## src/rtl/uart_rx_pkg.sv

```systemverilog
package uart_rx_pkg;
  typedef enum logic [1:0] {
    RX_IDLE,
    RX_START,
    RX_DATA,
    RX_STOP
  } rx_state_e;
endpackage

```

## src/rtl/uart_rx_vote.sv

```systemverilog
module uart_rx_vote (
  input  logic a_i,
  input  logic b_i,
  input  logic c_i,
  output logic maj_o,
  output logic split_o
);
  assign maj_o   = (a_i & b_i) | (a_i & c_i) | (b_i & c_i);
  assign split_o = (a_i | b_i | c_i) & ~(a_i & b_i & c_i);
endmodule

```

## src/rtl/uart_rx_sampler.sv

```systemverilog
module uart_rx_sampler #(
  parameter int SYNC_STAGES = 2,
  parameter int IDLE_RUN    = 3
) (
  input  logic clk_i,
  input  logic rst_ni,
  input  logic tick_i,
  input  logic rxd_i,
  input  logic hist_clr_i,
  output logic samp_o,
  output logic edge_o
);
  logic [SYNC_STAGES-1:0] sync_q;
  logic [IDLE_RUN-1:0]    hist_q;

  always_ff @(posedge clk_i or negedge rst_ni) begin
    if (!rst_ni) sync_q <= '1;
    else         sync_q <= SYNC_STAGES'({sync_q, rxd_i});
  end

  assign samp_o = sync_q[SYNC_STAGES-1];

  // run of recent high samples; cleared whenever a frame ends or is dropped
  always_ff @(posedge clk_i or negedge rst_ni) begin
    if (!rst_ni)         hist_q <= '0;
    else if (tick_i) begin
      if (hist_clr_i)    hist_q <= '0;
      else               hist_q <= IDLE_RUN'({hist_q, samp_o});
    end
  end

  assign edge_o = tick_i & ~samp_o & (&hist_q);
endmodule

```

## src/rtl/uart_rx_frame.sv

```systemverilog
module uart_rx_frame
  import uart_rx_pkg::*;
#(
  parameter int OSR       = 16,
  parameter int DATA_BITS = 8
) (
  input  logic                 clk_i,
  input  logic                 rst_ni,
  input  logic                 tick_i,
  input  logic                 samp_i,
  input  logic                 edge_i,
  output logic                 hist_clr_o,
  output logic                 done_o,
  output logic [DATA_BITS-1:0] byte_o,
  output logic                 noise_o,
  output logic                 ferr_o
);
  localparam int RTW = $clog2(OSR);
  localparam int BCW = $clog2(DATA_BITS);
  // indices hold sample position minus one
  localparam logic [RTW-1:0] IX_V1  = RTW'(OSR/2 - 1);
  localparam logic [RTW-1:0] IX_V2  = RTW'(OSR/2);
  localparam logic [RTW-1:0] IX_V3  = RTW'(OSR/2 + 1);
  localparam logic [RTW-1:0] IX_S1  = RTW'(OSR/2 - 6);
  localparam logic [RTW-1:0] IX_S2  = RTW'(OSR/2 - 4);
  localparam logic [RTW-1:0] IX_S3  = RTW'(OSR/2 - 2);
  localparam logic [RTW-1:0] IX_END = RTW'(OSR - 1);
  localparam logic [BCW-1:0] LAST_BIT = BCW'(DATA_BITS - 1);

  rx_state_e            state_q;
  logic [RTW-1:0]       rt_q, rt_cur;
  logic [BCW-1:0]       bit_q;
  logic                 cap_a_q, cap_b_q;
  logic [DATA_BITS-1:0] shreg_q;
  logic                 noise_q;
  logic                 maj, split, reject;

  uart_rx_vote u_vote (
    .a_i    (cap_a_q),
    .b_i    (cap_b_q),
    .c_i    (samp_i),
    .maj_o  (maj),
    .split_o(split)
  );

  assign rt_cur = (rt_q == IX_END) ? '0 : rt_q + 1'b1;

  // start check: majority high at position 7 means the start bit was false
  assign reject     = tick_i && (state_q == RX_START) && (rt_cur == IX_S3) && maj;
  assign done_o     = tick_i && (state_q == RX_STOP) && (rt_cur == IX_V3);
  assign hist_clr_o = done_o | reject;
  assign byte_o     = shreg_q;
  assign noise_o    = noise_q | split;
  assign ferr_o     = ~maj;

  always_ff @(posedge clk_i or negedge rst_ni) begin
    if (!rst_ni) begin
      state_q <= RX_IDLE;
      rt_q    <= '0;
      bit_q   <= '0;
      cap_a_q <= 1'b1;
      cap_b_q <= 1'b1;
      shreg_q <= '0;
      noise_q <= 1'b0;
    end else if (tick_i) begin
      unique case (state_q)
        RX_IDLE: begin
          if (edge_i) begin
            state_q <= RX_START;
            rt_q    <= '0;
          end
        end
        RX_START: begin
          rt_q <= rt_cur;
          if (rt_cur == IX_S1) cap_a_q <= samp_i;
          if (rt_cur == IX_S2) cap_b_q <= samp_i;
          if (reject) state_q <= RX_IDLE;
          else if (rt_cur == IX_END) begin
            state_q <= RX_DATA;
            bit_q   <= '0;
            noise_q <= 1'b0;
          end
        end
        RX_DATA: begin
          rt_q <= rt_cur;
          if (rt_cur == IX_V1) cap_a_q <= samp_i;
          if (rt_cur == IX_V2) cap_b_q <= samp_i;
          if (rt_cur == IX_V3) begin
            shreg_q <= DATA_BITS'({maj, shreg_q} >> 1);
            noise_q <= noise_q | split;
          end
          if (rt_cur == IX_END) begin
            if (bit_q == LAST_BIT) state_q <= RX_STOP;
            else                   bit_q   <= bit_q + 1'b1;
          end
        end
        RX_STOP: begin
          rt_q <= rt_cur;
          if (rt_cur == IX_V1) cap_a_q <= samp_i;
          if (rt_cur == IX_V2) cap_b_q <= samp_i;
          if (done_o) state_q <= RX_IDLE;
        end
        default: state_q <= RX_IDLE;
      endcase
    end
  end
endmodule

```

## src/rtl/uart_rx_recover.sv

```systemverilog
module uart_rx_recover #(
  parameter int OSR         = 16,
  parameter int DATA_BITS   = 8,
  parameter int SYNC_STAGES = 2,
  parameter int IDLE_RUN    = 3
) (
  input  logic                 clk_i,
  input  logic                 rst_ni,
  input  logic                 tick_i,
  input  logic                 rxd_i,
  input  logic                 clr_i,
  output logic [DATA_BITS-1:0] data_o,
  output logic                 rdrf_o,
  output logic                 nf_o,
  output logic                 fe_o
);
  logic                 samp, edge_det, hist_clr;
  logic                 frame_done, frame_noise, frame_ferr;
  logic [DATA_BITS-1:0] frame_byte;

  uart_rx_sampler #(
    .SYNC_STAGES(SYNC_STAGES),
    .IDLE_RUN   (IDLE_RUN)
  ) u_sampler (
    .clk_i     (clk_i),
    .rst_ni    (rst_ni),
    .tick_i    (tick_i),
    .rxd_i     (rxd_i),
    .hist_clr_i(hist_clr),
    .samp_o    (samp),
    .edge_o    (edge_det)
  );

  uart_rx_frame #(
    .OSR      (OSR),
    .DATA_BITS(DATA_BITS)
  ) u_frame (
    .clk_i     (clk_i),
    .rst_ni    (rst_ni),
    .tick_i    (tick_i),
    .samp_i    (samp),
    .edge_i    (edge_det),
    .hist_clr_o(hist_clr),
    .done_o    (frame_done),
    .byte_o    (frame_byte),
    .noise_o   (frame_noise),
    .ferr_o    (frame_ferr)
  );

  // completion has priority over a coincident clear
  always_ff @(posedge clk_i or negedge rst_ni) begin
    if (!rst_ni) begin
      data_o <= '0;
      rdrf_o <= 1'b0;
      nf_o   <= 1'b0;
      fe_o   <= 1'b0;
    end else if (frame_done) begin
      data_o <= frame_byte;
      rdrf_o <= 1'b1;
      nf_o   <= (nf_o & ~clr_i) | frame_noise;
      fe_o   <= (fe_o & ~clr_i) | frame_ferr;
    end else if (clr_i) begin
      rdrf_o <= 1'b0;
      nf_o   <= 1'b0;
      fe_o   <= 1'b0;
    end
  end
endmodule

```

## config.mk

```make
export PLATFORM = sky130hd
export DESIGN_NAME = uart_rx_recover
export DESIGN_NICKNAME = d
export VERILOG_FILES = /design/src/rtl/uart_rx_pkg.sv /design/src/rtl/uart_rx_vote.sv /design/src/rtl/uart_rx_sampler.sv /design/src/rtl/uart_rx_frame.sv /design/src/rtl/uart_rx_recover.sv
export SDC_FILE = /design/constraint.sdc
export NUM_CORES = 1
export LEC_CHECK = 0
export BUFFER_PORTS_ARGS = -buffer_cell sky130_fd_sc_hd__buf_2
export CAP_MARGIN = 10
export CORE_ASPECT_RATIO = 1.75
export CORE_MARGIN = 10
export CORE_UTILIZATION = 53
export DETAILED_ROUTE_END_ITERATION = 10
export PLACE_DENSITY = 0.75
export SLEW_MARGIN = 40
export SYNTH_ARGS = -nofsm -noshare
export SYNTH_HDL_FRONTEND = slang
export SYNTH_SLANG_ARGS = --single-unit
```

## constraint.sdc

```tcl
create_clock -name clk_i -period 2 [get_ports clk_i]
set_input_delay 0.4 -clock clk_i [delete_from_list [all_inputs] [get_ports clk_i]]
set_output_delay 0.4 -clock clk_i [all_outputs]
set_load 0.01 [all_outputs]
```

# [Yosys cells after proc, flatten, opt, wreduce, memory -nomap -nowiden]
# Index checks and enable logic that the tools add are counted.
[classes] bitwise_logic=21 n_shift=0 reduce_logical=19 div_mod_pow=0 order_cmp=0 eq_ne=25 addsub=2 muxes=30 mul=0
[op_table] cell="$eq A4 B4 Y1 const B" n=4
[op_table] cell="$mux W3" n=5
[op_table] cell="$eq A4 B3 Y1 const B" n=3
[op_table] cell="$mux W2" n=6
[op_table] cell="$ne A2 B1 Y1 const B" n=6
[op_table] cell="$ne A2 B2 Y1 const B" n=6
[op_table] cell="$reduce_and A6 Y1" n=2
[op_table] cell="$mux W1" n=11
[op_table] cell="$and A1 B1 Y1" n=9
[op_table] cell="$mux W4" n=2
[op_table] cell="$or A1 B1 Y1" n=8
[op_table] cell="$pmux W2 S4" n=1
[op_table] cell="$pmux W4 S2" n=1
[op_table] cell="$reduce_and A4 Y1" n=2
[op_table] cell="$pmux W1 S2" n=3
[op_table] cell="$pmux W3 S2" n=1
[op_table] cell="$reduce_and A3 Y1" n=2
[op_table] cell="$reduce_bool A2 Y1" n=3
[op_table] cell="$logic_and A1 B1 Y1" n=5
[op_table] cell="$reduce_and A5 Y1" n=1
[op_table] cell="$add A4 B1 Y4 const B" n=1
[op_table] cell="$eq A2 B2 Y1 const B" n=2
[op_table] cell="$eq A4 B2 Y1 const B" n=1
[op_table] cell="$not A1 Y1" n=4
[op_table] cell="other kinds (8)" n=8
[totals] reg_bits=36 ram_bits=0 memories=0 word_cells=110 in_bits=5 latchBits=0 romBits=0

# [Depth between registers and ports, before layout]
# Gate-level depths: netlist (run 1).
[depth] ltp_word=7 mapped_depth=8 ltp_nobuf=7

# [Modules after synthesis]
# Synthesis (run 1) repeated with hierarchy kept, for this count alone.
[hier_totals] cells_unflattened=159 hier_area_um2=1883.1
[modules_own_cells] mod="uart_rx_frame" area_each_um2=1224.9 cells_each=117 instances=1 seq_area_each_um2=503.0
[modules_own_cells] mod="uart_rx_recover" area_each_um2=435.4 cells_each=24 instances=1 seq_area_each_um2=275.3
[modules_own_cells] mod="uart_rx_sampler" area_each_um2=196.4 cells_each=14 instances=1 seq_area_each_um2=127.6
[modules_own_cells] mod="uart_rx_vote" area_each_um2=26.3 cells_each=4 instances=1 seq_area_each_um2=0.0

# [Worst setup path before layout (run 1)]
# Ideal clock, no wire load.
[synth_path] kind="flip-flop to flip-flop" start="register u_frame.rt_q[0]" end="register data_o[2]" synth_period_minus_slack_ps=1985 path_buffers=1 path_slack_ps=15 arrival_ps=1861 setup_time_ps=125 stages_incl_launch_ff=8 t_required_ps=1875 path_cell_list="dfrtp_1 > inv_1 > ha_1 > and4bb_2 > a41oi_4 > nand3b_4 > buf_6 > mux2_2"
[synth_via] elab_chain_len=4 elab_cells_between_ends=5
[synth_rtl] item="start: declaration" line_no="uart_rx_frame.sv:31" source="logic [RTW-1:0] rt_q, rt_cur;"
[synth_rtl] item="start signal: assignment" line_no="uart_rx_frame.sv:74" source="rt_q <= rt_cur;"
[synth_rtl] item="start signal: assignment" line_no="uart_rx_frame.sv:85" source="rt_q <= rt_cur;"
[synth_rtl] item="start signal: assignment" line_no="uart_rx_frame.sv:98" source="rt_q <= rt_cur;"
[synth_rtl] item="$add A4 B1 Y4 / $eq A4 B4 Y1 (equally long branches)" line_no="uart_rx_frame.sv:46" source="assign rt_cur = (rt_q == IX_END) ? '0 : rt_q + 1'b1;"
[synth_rtl] item="$mux W4 *" line_no="uart_rx_frame.sv:46"
[synth_rtl] item="$eq A4 B4 Y1 *" line_no="uart_rx_frame.sv:50" source="assign done_o = tick_i && (state_q == RX_STOP) && (rt_cur == IX_V3);"
[synth_rtl] item="$logic_and A1 B1 Y1 *" line_no="uart_rx_frame.sv:50"
[synth_rtl] item="end signal: assignment" line_no="uart_rx_recover.sv:58" source="data_o <= frame_byte;"
[synth_rtl] item="end: declaration" line_no="uart_rx_recover.sv:12" source="output logic [DATA_BITS-1:0] data_o,"
# Mark *: on every way between the ends. The rest lies on a longest branch, timed or not.
# A chain may end at the register's enable or synchronous reset.

==> results.md, run 1 <==
* Critical path endpoint category: register
* Crit Path Category: register to register
* Post-synth EDFFs at 0
* Relative slew slack at 70.22%
* Share of the synthesized area in the top cell type at 40.48%
* PortBufs at 15
* Sequential area share after synthesis at 45.79%
* First DRT Iteration DRCs at 47
* Share of cells above drive strength 1 at 35.61%
* Warnings from Yosys at 0
* Layout Cells excl Fill at 251
* Final min period at 1.984 ns
* Via count of the first global-routing pass at 1,618
* # diodes at 0
* Reg-to-Reg End: u_frame.state_q[0]
* Fill count at 279
* Final Hold Fails at 0
* Setup violators final at 0
* Via count at 1,491
* Pins Over Slew Limit at 0
* CP arrival at 2.16 ns
* Largest net degree at the start of global routing at 37
* R2R Setup Slk at 0.02 ns
* GRT overflow at 0
* Worst slew pin tran at 0.4467 ns
* Die H at 100.8 um
* Largest area contributor in the netlist: dfrtp_1
* Avg Cell Area, Syn at 11.24 um^2
* First-pass GRT wire length at 7569 um
* GR Util All Layers at 14.21%
* Final period util at 99.22%
* Row cnt at 29
* Htree depth at 2
* CTS root buf: clkbuf_8
* Starting Density at 54.52%
* Top_reg_cell synth: dfrtp_1
* DRC at 0
* Worst vdd ir at 0.7571 mV
* Tot Pwr at 2774 uW
* DRT Wirelength at 4717 um
* Hold crit path type: primary input to async pin
* Clock skew at 0.005145 ns
* Yosys cell types at 45
* Die W at 66.18 um
* Mapped cell area at 1978 um^2
* Worst-skew pair later-pin latency at 0.29 ns
* DRT Pass-1 Iters at 4
* Critical-path maximum fanout at 6
* Area growth from synthesis to layout at 16.95%
* Synth top area cells: dfrtp_1, mux2_2, ha_1
* Routability congestion estimate at 0.8942
* Io pins at 16
* Initial antenna violation count at 0
* Status: complete, no violations
* Final core area utilization at 63.76%
* Nets at 220
* CTS buffer count at 5
* Hold WS at 0.05432 ns
* Worst reg-to-reg path cell count at 7
* Setup crit start kind: register
* Die area at 6672 um^2
* Dpl hpwl at 3395 um
* Worst EP required at 2.17 ns
* CTS clk-pin slew, worst paths at 0.07 ns
* Pwr/cell area at 1199 nW/um^2
* Max-Cap Viols at 0
* Leakage power at 0.001153 uW
* Syn Nets at 192
* CTS tree: done
* Max Freq at 0.5040 GHz
* Wire per inst at 18.79 um
* Commonest cells in the netlist: dfrtp_1, mux2_2, inv_1
* RSZ-0062 raised after global routing: yes
* CTS Sinks at 36
* Core Area at 3628 um^2
* Mapped Cells at 176
* Synthesized flop and latch total at 36
* Setup_tns at 0 ns
* Vias per cell at 5.940
* Ys async rst share at 100.0%
* Routed Antenna Nets at 0
* Register area at 905.9 um^2
* Area of the multi-input gates at 1049 um^2
* Dpl cells at 241
* Deepest clock path buffer count at 2
* Most frequent cell after synthesis: dfrtp_1
[state kept, by name, indices dropped and copies added, names as in the netlist, 2 cells and up, named ones only]
signal            count
data_o                8
u_sampler.sync_q      2
u_frame.byte_o        8
u_sampler.hist_q      3
u_frame.rt_q          4
u_frame.bit_q         3
[routing by layer]
layer  GRT usage (%)  wire, um  up-vias
met4           5.835       117        0
met2           27.31      2701       52
met3           2.561       148       14
met1           13.95      1749      741
met5               0         0        -
li1                -         -      684
[worst max-delay path, cell delays in order (launching register included)]
cell,delay (ns)
dfrtp_1,0.41
inv_1,0.10
ha_1,0.25
nand2b_1,0.22
buf_4,0.19
a211oi_1,0.36
a21boi_0,0.25
o2bb2ai_1,0.10
[cells by family (layout without fill, tap and decap cells)]
family / count (synthesis) / after routing / synth area share, %
DFF: 36 / 36 / 45.79
AOI/OAI and AO/OA: 38 / 38 / 15.37
adders and majority gates: 12 / 12 / 7.464
buffers and inverters: 21 / 49 / 5.250
xor gates and xnor gates: 1 / 1 / 0.4428
and+or+nand+nor: 46 / 47 / 13.28
muxes: 22 / 22 / 12.40
[layout by cell type, fill, tap and decap left out, types with 2 or more instances in the layout]
master / Yosys / final
dfstp_2: 4 / 4
clkbuf_8: 0 / 5
o22ai_1: 3 / 3
nor2_1: 5 / 4
o21ai_0: 6 / 6
nor2b_1: 8 / 7
mux2_4: 0 / 6
nand2_1: 12 / 12
clkbuf_1: 2 / 2
ha_1: 11 / 9
nor3_1: 4 / 3
inv_1: 14 / 12
o2bb2ai_1: 3 / 3
nand3b_4: 1 / 2
inv_2: 0 / 2
nand2b_1: 3 / 3
buf_4: 0 / 13
nand3_1: 4 / 4
mux2i_1: 2 / 2
ha_2: 0 / 2
a211oi_1: 3 / 2
nand4_1: 2 / 2
buf_2: 2 / 14
mux2_2: 19 / 13
dfrtp_1: 32 / 32
a22o_1: 2 / 2
a21oi_1: 7 / 7
o31ai_1: 2 / 2
[metrics by stage]
step / instance area (um^2) / setup WS, ns
6_report: 2313 / 0.01568
3_5_place_dp: 2142 / -0.01742
5_1_grt: 2313 / -0.03251
3_3_place_gp: 2142 / 0.01717
2_1_floorplan: 1978 / 0.01455
4_1_cts: 2228 / 0.003150
[what timing repair did]
| item | CTS | global route |
|---|---|---|
| resized for setup | 1 | 19 |
| pin swaps | 0 | 3 |
| setup endpoints to repair | 1 | 27 |
| gates cloned | 0 | 1 |
| setup buffers | 0 | 1 |
| hold buffers | 0 | 0 |
[final cells by class]
type	count	area share (%)
tap	46	2.488
clock inverter	1	0.2163
timing repair buffer	27	7.247
clock buffer	7	3.299
multi-input combinational	120	45.32
inverter	14	2.271
sequential	36	39.16
[report_power, final]
part	internal, uW	total [uW]	switching, uW	leakage (uW)
Combinational	562	1290	724	0.000636
Clock	245	499	254	0.0000422
Sequential	865	989	124	0.000474
[how the worst max path moves through the flow]
stage	from	endpoint	slack, ns	cells after the start
floorplan	u_frame.rt_q[0]	data_o[2]	0.01	7
global placement	u_frame.state_q[0]	u_frame.cap_b_q	0.02	7
detailed placement	u_frame.state_q[0]	u_frame.cap_b_q	-0.02	7
CTS	u_frame.rt_q[1]	u_frame.noise_q	0.003	6
global route	u_frame.rt_q[1]	data_o[3]	-0.03	6
finish	register	u_frame.state_q[0]	0.02	7
Note: power is estimated with default switching activity, not from simulation.
==> run 2: changes to the inputs <==
BUFFER_PORTS_ARGS = unset   (was -buffer_cell sky130_fd_sc_hd__buf_2)
CORE_UTILIZATION = 56   (was 53)
DONT_BUFFER_PORTS = 1   (was unset)
PLACE_DENSITY = 0.72   (was 0.75)
==> results.md, run 2 (same netlist as run 1, synthesis figures left out) <==
* Pins Over Slew Limit at 0
* Die area at 6403 um^2
* Slowest stage delay, CP at 0.45 ns
* Most common cell after layout, fill and taps aside: dfrtp_1
* Max Freq at 0.5101 GHz
* Share of cells above drive strength 1 at 32.31%
* CTS tree: done
* Dpl cells at 227
* Critical-path maximum fanout at 8
* Setup crit start kind: register
* Worst vdd ir at 0.8992 mV
* Status: complete, no violations
* Die H at 98.62 um
* Final Hold Fails at 0
* Routed Antenna Nets at 0
* DRT Wirelength at 4394 um
* Reg2Reg Launch Point: u_frame.rt_q[0]
* PortBufs at 0
* CTS buffer count at 5
* Pwr/cell area at 1265 nW/um^2
* DRC at 0
* Largest net degree at the start of global routing at 37
* GR Util All Layers at 13.78%
* GRT overflow at 0
* RSZ-0062 raised after global routing: yes
* DRT Pass-1 Iters at 4
* Hold_sp: rxd_i
* Final period util at 98.01%
* CP arrival at 2.13 ns
* Deepest clock path buffer count at 2
* Die W at 64.93 um
* CTS Sinks at 36
* Relative slew slack at 74.69%
* First DRT Iteration DRCs at 50
* Worst Path Buf+Inv at 1
* CTS clk-pin slew, worst paths at 0.07 ns
* Commonest cells after routing, fill and taps aside: dfrtp_1, mux2_2, buf_4, inv_1, nand2_1
* Max-Cap Viols at 0
* Nets at 210
* Core Area at 3398 um^2
* Via count at 1,418
* Htree depth at 2
* Setup violators final at 0
* Wire per inst at 18.31 um
* Clock skew at 0.003410 ns
* CTS root buf: clkbuf_8
* R2R Setup Slk at 0.04 ns
* Slowest stage cell, crit path: dfrtp_2
* Dpl hpwl at 3295 um
* Io pins at 16
* Final core area utilization at 66.86%
* Via count of the first global-routing pass at 1,504
* Hold path endpoint: u_sampler.sync_q[0]
* Critical path endpoint category: register
* Worst path cell trace: buf_4, and3b_2, a41oi_4, nor2_1, nand2_2, mux2_2
* Starting Density at 58.21%
* Worst EP required at 2.17 ns
* # diodes at 0
* Initial antenna violation count at 0
* Worst reg-to-reg path cell count at 6
* Hold Crit Depth at 0
* First-pass GRT wire length at 7100 um
* Vias per cell at 5.908
* Leakage power at 0.001073 uW
* Routability congestion estimate at 0.8498
* Reg-to-Reg End: u_frame.byte_o[4]
* Worst slew pin tran at 0.3796 ns
* Crit Path Category: register to register
* Row cnt at 28
* Cell family with most CP delay: simple AND/OR/NAND/NOR gates
* Layout Cells excl Fill at 240
* Final min period at 1.960 ns
* Area growth from synthesis to layout at 14.86%
* Worst-skew pair later-pin latency at 0.29 ns
* Hold WS at 0.1005 ns
* Hold crit path type: primary input to register
-- run 2: power by group --
part	leakage [uW]	internal (uW)	switching, uW
logic	0.000546	566	674
clock network	0.0000541	368	258
registers	0.000472	869	139
total	0.00107	1800	1070
-- run 2: metal layers --
metal / up-vias / GRT usage [%] / part of all wire (%)
met1: 705 / 13.38 / 36
met4: 0 / 6.457 / 2.8
li1: 670 / - / -
met5: - / 0 / 0
met2: 32 / 25.61 / 57
met3: 11 / 3.741 / 4.2
-- run 2: area by class of cell --
cell class              instances  area [um^2]
repair buffers                 17        142.6
multi-input cells             120         1001
clock inverters                 3        42.54
inverters                      14        52.55
well taps                      45        56.30
fillers                       269         1126
clock buffers                   5        68.82
flip-flops and latches         36        908.4
-- run 2: repair_timing --
action                                  4_1_cts  5_1_grt
hold buffers                                  2        0
setup buffers                                 0        2
hold endpoints to repair                     36        0
endpoints found under the setup margin        0       24
gates resized for setup                       0       10
-- run 2: worst max-delay path by stage --
stage               cells after the start           endpoint  slack [ns]             from
floorplan                               7          data_o[2]        0.01  u_frame.rt_q[0]
global placement                        6    u_frame.noise_q        0.10  u_frame.rt_q[1]
detailed placement                      6          data_o[3]        0.03  u_frame.rt_q[0]
CTS                                     6    u_frame.noise_q        0.02  u_frame.rt_q[1]
global route                            7  u_frame.byte_o[7]       -0.04  u_frame.rt_q[0]
finish                                  6  u_frame.byte_o[4]        0.04  u_frame.rt_q[0]
-- run 2: worst reg2reg max path: stages, from the launching register on --
cell,delay (ns)
dfrtp_2,0.45
buf_4,0.16
and3b_2,0.27
a41oi_4,0.33
nor2_1,0.09
nand2_2,0.18
mux2_2,0.36
-- run 2: stage by stage --
stage / power [uW] / instance area (um^2) / worst slack [ns] / TNS (ns)
2_1_floorplan: 1811 / 1978 / 0.01455 / 0
3_3_place_gp: 2102 / 2081 / 0.1039 / 0
4_1_cts: 2827 / 2222 / 0.02428 / 0
5_1_grt: 3055 / 2272 / -0.04139 / -0.2831
6_report: 2875 / 2272 / 0.03978 / 0
3_5_place_dp: 2168 / 2081 / 0.03409 / 0
